<file path="config.mk">
export PLATFORM = sky130hd
export DESIGN_NAME = mbcrc_engine
export DESIGN_NICKNAME = d
export VERILOG_FILES = /design/src/rtl/mbcrc_pkg.sv /design/src/rtl/mbcrc_update.sv /design/src/rtl/mbcrc_window.sv /design/src/rtl/mbcrc_engine.sv
export SDC_FILE = /design/constraint.sdc
export NUM_CORES = 1
export LEC_CHECK = 0
export ABC_AREA = 0
export BUFFER_PORTS_ARGS = -buffer_cell sky130_fd_sc_hd__buf_4
export CORE_MARGIN = 3
export CORE_UTILIZATION = 45
export DETAILED_ROUTE_END_ITERATION = 7
export GPL_TIMING_DRIVEN = 0
export HOLD_SLACK_MARGIN = 0.06
export PLACE_DENSITY = 0.66
export SETUP_SLACK_MARGIN = 0.15
export SLEW_MARGIN = 20
export SYNTH_ARGS = -nofsm -noshare
export SYNTH_HDL_FRONTEND = slang
export SYNTH_SLANG_ARGS = --single-unit
</file>
<file path="constraint.sdc">
create_clock -name clk -period 2 [get_ports clk]
set_input_delay 0.2 -clock clk [delete_from_list [all_inputs] [get_ports clk]]
set_output_delay 0.2 -clock clk [all_outputs]
set_load 0.02 [all_outputs]
</file>
<file path="src/rtl/mbcrc_pkg.sv">
package mbcrc_pkg;

    typedef enum logic [1:0] {
        EM_IDLE = 2'd0,
        EM_LO   = 2'd1,
        EM_HI   = 2'd2
    } emit_e;

    typedef enum logic {
        MODE_GEN = 1'b0,
        MODE_CHK = 1'b1
    } mode_e;

endpackage

</file>
<file path="src/rtl/mbcrc_update.sv">
// Combinational remainder update: STEPS_PER_CALL reflected shift steps.
module mbcrc_update #(
    parameter int          CRC_W          = 16,
    parameter logic [15:0] POLY           = 16'hA001,
    parameter int          STEPS_PER_CALL = 1
) (
    input  logic [CRC_W-1:0] cur_i,
    output logic [CRC_W-1:0] nxt_o
);
    logic [CRC_W-1:0] chain [0:STEPS_PER_CALL];

    assign chain[0] = cur_i;

    for (genvar g = 0; g < STEPS_PER_CALL; g++) begin : g_step
        assign chain[g+1] = chain[g][0] ? ((chain[g] >> 1) ^ CRC_W'(POLY))
                                        : (chain[g] >> 1);
    end

    assign nxt_o = chain[STEPS_PER_CALL];
endmodule

</file>
<file path="src/rtl/mbcrc_window.sv">
// Two-byte holding window for check mode.
module mbcrc_window #(
    parameter int BYTE_W = 8
) (
    input  logic              clk,
    input  logic              rst_n,
    input  logic              clr_i,
    input  logic              push_i,
    input  logic [BYTE_W-1:0] byte_i,
    output logic              full_o,
    output logic [BYTE_W-1:0] old_o,
    output logic [BYTE_W-1:0] new_o
);
    typedef struct packed {
        logic [1:0]        cnt;
        logic [BYTE_W-1:0] old_b;
        logic [BYTE_W-1:0] new_b;
    } win_t;

    win_t win_d, win_q;

    always_comb begin
        win_d = win_q;
        if (clr_i) begin
            win_d.cnt = 2'd0;
        end else if (push_i) begin
            win_d.old_b = win_q.new_b;
            win_d.new_b = byte_i;
            if (win_q.cnt != 2'd2) begin
                win_d.cnt = win_q.cnt + 2'd1;
            end
        end
    end

    always_ff @(posedge clk or negedge rst_n) begin
        if (!rst_n) begin
            win_q <= '0;
        end else begin
            win_q <= win_d;
        end
    end

    assign full_o = (win_q.cnt == 2'd2);
    assign old_o  = win_q.old_b;
    assign new_o  = win_q.new_b;


    win_shift_chk: assert property (@(posedge clk) disable iff (!rst_n)
        (push_i && !clr_i) |=> (new_o == $past(byte_i) && old_o == $past(new_o)));


    win_clear_chk: assert property (@(posedge clk) disable iff (!rst_n)
        clr_i |=> !full_o);
endmodule

</file>
<file path="src/rtl/mbcrc_engine.sv">
module mbcrc_engine #(
    parameter int          BYTE_W       = 8,
    parameter int          BITS_PER_CLK = 1,
    parameter logic [15:0] POLY         = 16'hA001,
    parameter logic [15:0] PRESET       = 16'hFFFF
) (
    input  logic              clk,
    input  logic              rst_n,
    input  logic              clr_i,
    input  logic              mode_i,
    input  logic              in_valid_i,
    input  logic [BYTE_W-1:0] in_byte_i,
    output logic              in_ready_o,
    input  logic              gen_start_i,
    output logic              out_valid_o,
    output logic [BYTE_W-1:0] out_byte_o,
    output logic [2*BYTE_W-1:0] crc_o,
    output logic              check_ok_o,
    output logic              check_bad_o
);
    import mbcrc_pkg::*;

    localparam int CRC_W = 2 * BYTE_W;
    localparam int STEPS = BYTE_W / BITS_PER_CLK;
    localparam int CNT_W = (STEPS > 1) ? $clog2(STEPS) : 1;

    typedef struct packed {
        logic [CRC_W-1:0] crc;
        logic [CNT_W-1:0] steps;
        mode_e            mode;
        emit_e            emit;
    } eng_t;

    eng_t st_d, st_q;

    logic              accept;
    logic              win_push;
    logic              win_full;
    logic [BYTE_W-1:0] win_old;
    logic [BYTE_W-1:0] win_new;
    logic [BYTE_W-1:0] feed;
    logic              feed_en;
    logic [CRC_W-1:0]  seed;
    logic [CRC_W-1:0]  upd;
    logic              idle;

    assign idle       = (st_q.steps == '0) && (st_q.emit == EM_IDLE);
    assign in_ready_o = idle;
    assign accept     = in_valid_i && idle;
    assign win_push   = accept && (st_q.mode == MODE_CHK);

    mbcrc_window #(.BYTE_W(BYTE_W)) u_win (
        .clk    (clk),
        .rst_n  (rst_n),
        .clr_i  (clr_i),
        .push_i (win_push),
        .byte_i (in_byte_i),
        .full_o (win_full),
        .old_o  (win_old),
        .new_o  (win_new)
    );

    // The byte entering the remainder: direct in generate mode, or the one
    // leaving the holding window in check mode.
    always_comb begin
        if (st_q.mode == MODE_CHK) begin
            feed    = win_old;
            feed_en = win_full;
        end else begin
            feed    = in_byte_i;
            feed_en = 1'b1;
        end
    end

    assign seed = (st_q.steps != '0) ? st_q.crc
                                     : (st_q.crc ^ {{BYTE_W{1'b0}}, feed});

    mbcrc_update #(
        .CRC_W          (CRC_W),
        .POLY           (POLY),
        .STEPS_PER_CALL (BITS_PER_CLK)
    ) u_upd (
        .cur_i (seed),
        .nxt_o (upd)
    );

    always_comb begin
        st_d = st_q;
        if (clr_i) begin
            st_d.crc   = CRC_W'(PRESET);
            st_d.steps = '0;
            st_d.mode  = mode_e'(mode_i);
            st_d.emit  = EM_IDLE;
        end else if (st_q.steps != '0) begin
            st_d.crc   = upd;
            st_d.steps = st_q.steps - CNT_W'(1);
        end else if (st_q.emit == EM_LO) begin
            st_d.emit = EM_HI;
        end else if (st_q.emit == EM_HI) begin
            st_d.emit = EM_IDLE;
        end else if (accept) begin
            if (feed_en) begin
                st_d.crc   = upd;
                st_d.steps = CNT_W'(STEPS - 1);
            end
        end else if (gen_start_i && st_q.mode == MODE_GEN) begin
            st_d.emit = EM_LO;
        end
    end

    always_ff @(posedge clk or negedge rst_n) begin
        if (!rst_n) begin
            st_q.crc   <= CRC_W'(PRESET);
            st_q.steps <= '0;
            st_q.mode  <= MODE_GEN;
            st_q.emit  <= EM_IDLE;
        end else begin
            st_q <= st_d;
        end
    end

    assign crc_o       = st_q.crc;
    assign out_valid_o = (st_q.emit != EM_IDLE);
    assign out_byte_o  = (st_q.emit == EM_HI) ? st_q.crc[CRC_W-1:BYTE_W]
                                              : st_q.crc[BYTE_W-1:0];

    logic verdict_en;
    logic held_match;
    assign verdict_en  = (st_q.mode == MODE_CHK) && win_full && idle;
    assign held_match  = (win_old == st_q.crc[BYTE_W-1:0]) &&
                         (win_new == st_q.crc[CRC_W-1:BYTE_W]);
    assign check_ok_o  = verdict_en && held_match;
    assign check_bad_o = verdict_en && !held_match;


    clr_preset_chk: assert property (@(posedge clk) disable iff (!rst_n)
        clr_i |=> (crc_o == CRC_W'(PRESET) && in_ready_o && !out_valid_o));


    emit_order_chk: assert property (@(posedge clk) disable iff (!rst_n)
        (st_q.emit == EM_LO && !clr_i) |=>
            (out_valid_o && out_byte_o == $past(crc_o[CRC_W-1:BYTE_W])));


    emit_frozen_chk: assert property (@(posedge clk) disable iff (!rst_n)
        (out_valid_o && !clr_i) |=> $stable(crc_o));


    if (STEPS > 1) begin : g_busy_chk
        busy_after_byte_chk: assert property (@(posedge clk) disable iff (!rst_n)
            (in_valid_i && in_ready_o && !clr_i && (st_q.mode == MODE_GEN))
                |=> !in_ready_o);
    end


    emit_mode_chk: assert property (@(posedge clk) disable iff (!rst_n)
        out_valid_o |-> (st_q.mode == MODE_GEN));


    quiet_busy_chk: assert property (@(posedge clk) disable iff (!rst_n)
        !in_ready_o |-> (!check_ok_o && !check_bad_o));
endmodule

</file>
-- After elaboration in Yosys (flattened, before gate mapping)
Cells that the tools add are included.
- output and inout bits: 28
- logic and storage cells: 66
- bits in registers: 40
- input bits: 14
- equality and inequality tests: 10
- bitwise logic cells: 4
- multiplexer cells: 20
- reductions and logical operators: 23
- add/sub/neg operators: 2
- operator list (kind ; count):
    19-bit two-way mux ; 6
    16-bit two-way mux ; 2
    18-bit two-way mux ; 1
    8-bit equality test ; 2
    2-bit two-way mux ; 8
    8-bit two-way mux ; 2
    16-bit by 8-bit XOR with 16-bit output ; 1
    1-bit logical AND ; 9
    3-bit nonzero test ; 3
    3-bit inequality test (second input constant) ; 2
    2-bit nonzero test ; 3
    2-bit equality test (second input constant) ; 2
    2-bit inequality test (second input constant) ; 2
    4-bit by 2-bit inequality test with 1-bit output (second input constant) ; 1
    2-bit AND reduction ; 2
    4-bit AND reduction ; 1
    4-bit nonzero test ; 1
    3-bit zero test ; 1
    2-bit NOT with 3-bit output ; 1
    3-bit AND reduction ; 1
    3-bit by 1-bit subtractor with 3-bit output (second input constant) ; 1
    2-bit by 1-bit adder with 2-bit output (second input constant) ; 1
    2-bit by 1-bit equality test with 1-bit output (second input constant) ; 1
    2-bit zero test ; 1
    other kinds (3) ; 4

-- Depth between registers and ports, before layout
- word-level depth: 11
- depth in mapped cells: 9
- mapped depth without buffers: 6

-- Cells and area by module
A second synthesis with hierarchy kept.
- cell total of the unflattened synthesis: 267
- area total of the unflattened synthesis: 2762.6 um2
- by module, submodules not included (module ; cells an instance ; times used ; sequential area each (um2) ; area an instance (um2)):
    mbcrc_engine ; 189 ; 1 ; 570.5 ; 1746.7
    mbcrc_window ; 62 ; 1 ; 450.4 ; 893.4
    mbcrc_update ; 16 ; 1 ; 0.0 ; 122.6

-- Least setup slack after synthesis
No wires, ideal clock.
- kind: register -> output
- start: register st_q[3] (netlist bit)
- end: output port check_bad_o
- stages on the path, launching flop included: 8
- arrival: 1.722 ns
- slack: 0.078 ns
- buffers on the path: 1
- data required time: 1.800 ns
- cell sequence: dfrtp_1 -> inv_1 -> ha_1 -> nand2b_1 -> buf_2 -> nor2_1 -> nand3_1 -> nor2b_1
- word-level cells in the longest chain between the ends: 4
- ends and longest elaborated chain (what ; line ; source):
    start: declaration ; mbcrc_engine.sv:34 ; eng_t st_d, st_q;
    start signal: assignment ; mbcrc_engine.sv:118 ; st_q <= st_d;
    3-bit zero test ; mbcrc_engine.sv:47 ; assign idle = (st_q.steps == '0) && (st_q.emit == EM_IDLE);
    1-bit logical AND ; mbcrc_engine.sv:47 ;
    net in_ready_o ; mbcrc_engine.sv:13 ; output logic in_ready_o,
    1-bit logical AND ; mbcrc_engine.sv:129 ; assign verdict_en = (st_q.mode == MODE_CHK) && win_full && idle;
    1-bit logical AND ; mbcrc_engine.sv:133 ; assign check_bad_o = verdict_en && !held_match;
    end: declaration ; mbcrc_engine.sv:19 ; output logic check_bad_o
The timed path passes the listed nets, and every way through them passes these cells.

-- Final worst setup path
- start: register st_q, in the netlist crc_o[6]
- end: output port check_bad_o
- word-level cells in the longest chain between the ends: 4
- ends and longest elaborated chain (what ; line ; source):
    8-bit equality test ; mbcrc_engine.sv:130 ; assign held_match = (win_old == st_q.crc[BYTE_W-1:0]) &&
    1-bit logical AND ; mbcrc_engine.sv:130 ;
    1-bit zero test ; mbcrc_engine.sv:133 ;
    1-bit logical AND ; mbcrc_engine.sv:133 ;
Every way passes these cells.

==> impl_metrics.ini <==
[outcome]
outcome = complete, no violations

[timing]
whs_ps = 136
setup_tns_ps = 0
period_share_pct = 99.3
finalWorstSetupSlack_ps = 14.5
relSlewSlack_pct = 63.7
fin_worst_skew_ps = 13.7
setup_violations = 0
rsz0062_at_grt = true
finalHoldViolations = 0
min_period_ps = 1990
max_freq_ghz = 0.504
maxSlewViolCount = 0
worst_pin_slew_ps = 544

[place]
dpl.hpwl_um = 4280
portBuffers = 40
gp_congestion = 0.817
pre_cts_ws_ps = -73.0

[yosys]
synth_edf_count = 0
synthSimpleGateAreaFrac_pct = 15.2
async_flop_share_pct = 100
synthXorXnorAreaFrac_pct = 6.25
synthAdderAreaFrac_pct = 2.98
synth_top_cells_by_count = mux2_2, dfrtp_1, buf_4
syn-cell-area_um2 = 2520
ys.flop_type = dfrtp_1
syn_avg_cell_area_um2 = 10.4
synth_top_family_by_area = simple AND/OR/NAND/NOR gates
synthCells = 243
synth.most_common_cell = mux2_2
synth_top_area_share_pct = 23.8
synth_compound_area_share_pct = 10.7
ys_top_cells_by_area = dfrtp_1, dfstp_2, mux2_2, buf_4, xor2_1
synth_seq_cells = 40
syn_nets = 263
muxShareOfSynthArea_pct = 15.2
synthDistinctLibCells = 39
yosys_warnings = 0
yosysTopAreaCell = dfrtp_1
yosysSeqAreaShare_pct = 40.5

[power_and_ir_drop]
powerDensity_nw_per_um2 = 1470
seqPwrFrac_pct = 31.9
combPwrFrac_pct = 56.8
p_int_mw = 2.96
switchingPower_mw = 1.96
clockPowerShare_pct = 11.3
power.share.switching_pct = 39.9
p_leak_nw = 1.48
ir_worst_vdd_mv = 0.861
total_power_mw = 4.93

[die]
rows = 26
initial_core_util_pct = 47.8
io_pins = 42
die_area_um2 = 6540
die_x_um = 80.9
die_y_um = 80.9
core_um2 = 5270

[worst_setup_path]
critPathBufInv = 1
reg2regPathDepth = 6
arrival_ps = 1790
rrSetupSlack_ps = 100
r2r_start = st_q[1]$_DFFE_PN0P_
cp_slowest_cell = dfstp_2
worstReg2RegEnd = u_win.old_o[6]$_DFFE_PN0P_
cp_max_fo = 2
cpLargestDelayFamily = simple AND/OR/NAND/NOR gates
end_kind = output port
crit_type = flop to output port
required_ps = 1800
cp_cell_sequence = xor2_1 > nor4_1 > nand4_1 > nor2b_1 > buf_4
slowest_delay_ps = 570
start_kind = flop

[cells_and_area]
area_delta_synth_final_pct = 33.2
layout-drive-gt1-share_pct = 48.7
antenna_cells = 0
final_nets = 331
n_fill_cell = 456

[clock_tree]
cts-root-buf = clkbuf_8
numCtsBuffers = 5
h-tree-depth = 2
insertion_delay_ps = 290
cts_tree = yes
clk_path_buf_depth = 2
clkSinkCount = 40
clkSlewWorstSetupHoldPaths_ps = 80

[route]
first_iter_violations = 116
wirelength_um = 6660
final_antenna_net_count = 0
drtPass1Iterations = 4
wire_per_inst_um = 17.4
drc = 0
vias_per_cell = 5.36
vias = 2046

[global_routing]
grt.total_usage_pct = 20.2
grt_pass1_wl_um = 9860
grt_start_max_net_pins = 41
grt_pass1_vias = 1884
grt_overflow = 0
antenna_found_initial = 0

[min_path]
hp-class = primary input to flop
hold_end = st_q[2]$_DFFE_PN0P_
min-delay-start = mode_i
hold_path_depth = 2

[flow_run]
maxCapViolCount = 0
[cells by family (layout without fill, tap and decap cells)]
kind of cell,after synthesis,count (layout)
simple gates,66,66
fa+ha+maj,6,6
mux,35,35
buf+inv,37,106
flops,40,40
compound gates,41,41
xor+xnor,18,18
[sequential cells by signal (all words and copies together), names as in the netlist]
register and flops:
crc_o 16, u_win.new_o 8, u_win.win_q 2, u_win.old_o 8, st_q 6
[through the flow]
stage                     cell area, um^2  std cells  util (%)
after floorplan                      2520        243         -
final                                3360        382      63.7
after global routing                 3360        382      63.7
after detailed placement             2910        353      55.2
after CTS                            3180        376      60.4
after global placement               2910        353      55.2
[power by group through the flow]
stage	combinational (mW)	clock (mW)	sequential, mW
final	2.80	0.556	1.57
after global routing	3.04	0.611	1.61
after CTS	2.53	0.570	1.55
after detailed placement	2.21	0	1.62
after global placement	2.18	0	1.61
after floorplan	1.64	0	1.49
[worst register-to-register path, cell delays in order, from the launching register on]
cell and delay (ps):
dfrtp_1 440, inv_2 110, ha_4 150, nand4b_1 170
nor3b_4 390, buf_6 190, mux2_2 330
[cell type report]
class	instances	area (um^2)	share of cell area [%]
multi-input combinational	166	1410	41.9
sequential	40	1020	30.4
timing repair buffer	61	487	14.5
buffer	30	239	7.12
clock buffer	8	90.1	2.68
tap	70	87.6	2.61
inverter	7	26.3	0.783
[cells in the final DEF (no fill, tap or decap), drive strengths merged, types with 2 or more instances in the layout]
cell type,synthesis,routed
buf,26,85
nand2b,2,2
nor4,4,4
nand4b,7,7
o211ai,2,2
nand3,7,7
o21a,2,2
xor2,16,16
clkbuf,4,13
nand3b,7,7
a211oi,2,2
nor2b,4,4
nor2,9,9
inv,7,7
nand2,16,16
a21oi,15,15
nor3,4,4
mux2i,9,9
dfrtp,24,24
nor3b,2,2
dfstp,16,16
o21bai,7,7
xnor2,2,2
a21o,7,7
mux2,26,26
ha,6,6
[per-layer routing]
metal / GRT usage (%) / part of all wire (%) / vias up
met5: 0 / 0 / -
met3: 3.55 / 6.1 / 5
met1: 28.6 / 47 / 1005
met4: 5.57 / 0.89 / 0
met2: 31.9 / 46 / 58
li1: - / - / 978
[worst max-delay path by stage]
stage | from | end | cells after the start
6_report | crc_o[6]$_DFFE_PN1P_ | check_bad_o | 5
5_1_grt | crc_o[6]$_DFFE_PN1P_ | check_bad_o | 5
4_1_cts | crc_o[6]$_DFFE_PN1P_ | check_bad_o | 5
3_5_place_dp | st_q[3]$_DFFE_PN0P_ | u_win.old_o[7]$_DFFE_PN0P_ | 6
3_3_place_gp | st_q[3]$_DFFE_PN0P_ | u_win.new_o[2]$_DFFE_PN0P_ | 6
2_1_floorplan | st_q[3]$_DFFE_PN0P_ | u_win.new_o[0]$_DFFE_PN0P_ | 6
[timing repair]
action | 4_1_cts | 5_1_grt
endpoints found under the setup margin | 40 | 42
gates resized for setup | 19 | 33
gates cloned | 1 | 3
setup buffers | 13 | 3
hold buffers | 1 | 0
hold endpoints to repair | 24 | 0
pin swaps | 9 | 6
Note: power is estimated with default switching activity, not from simulation.
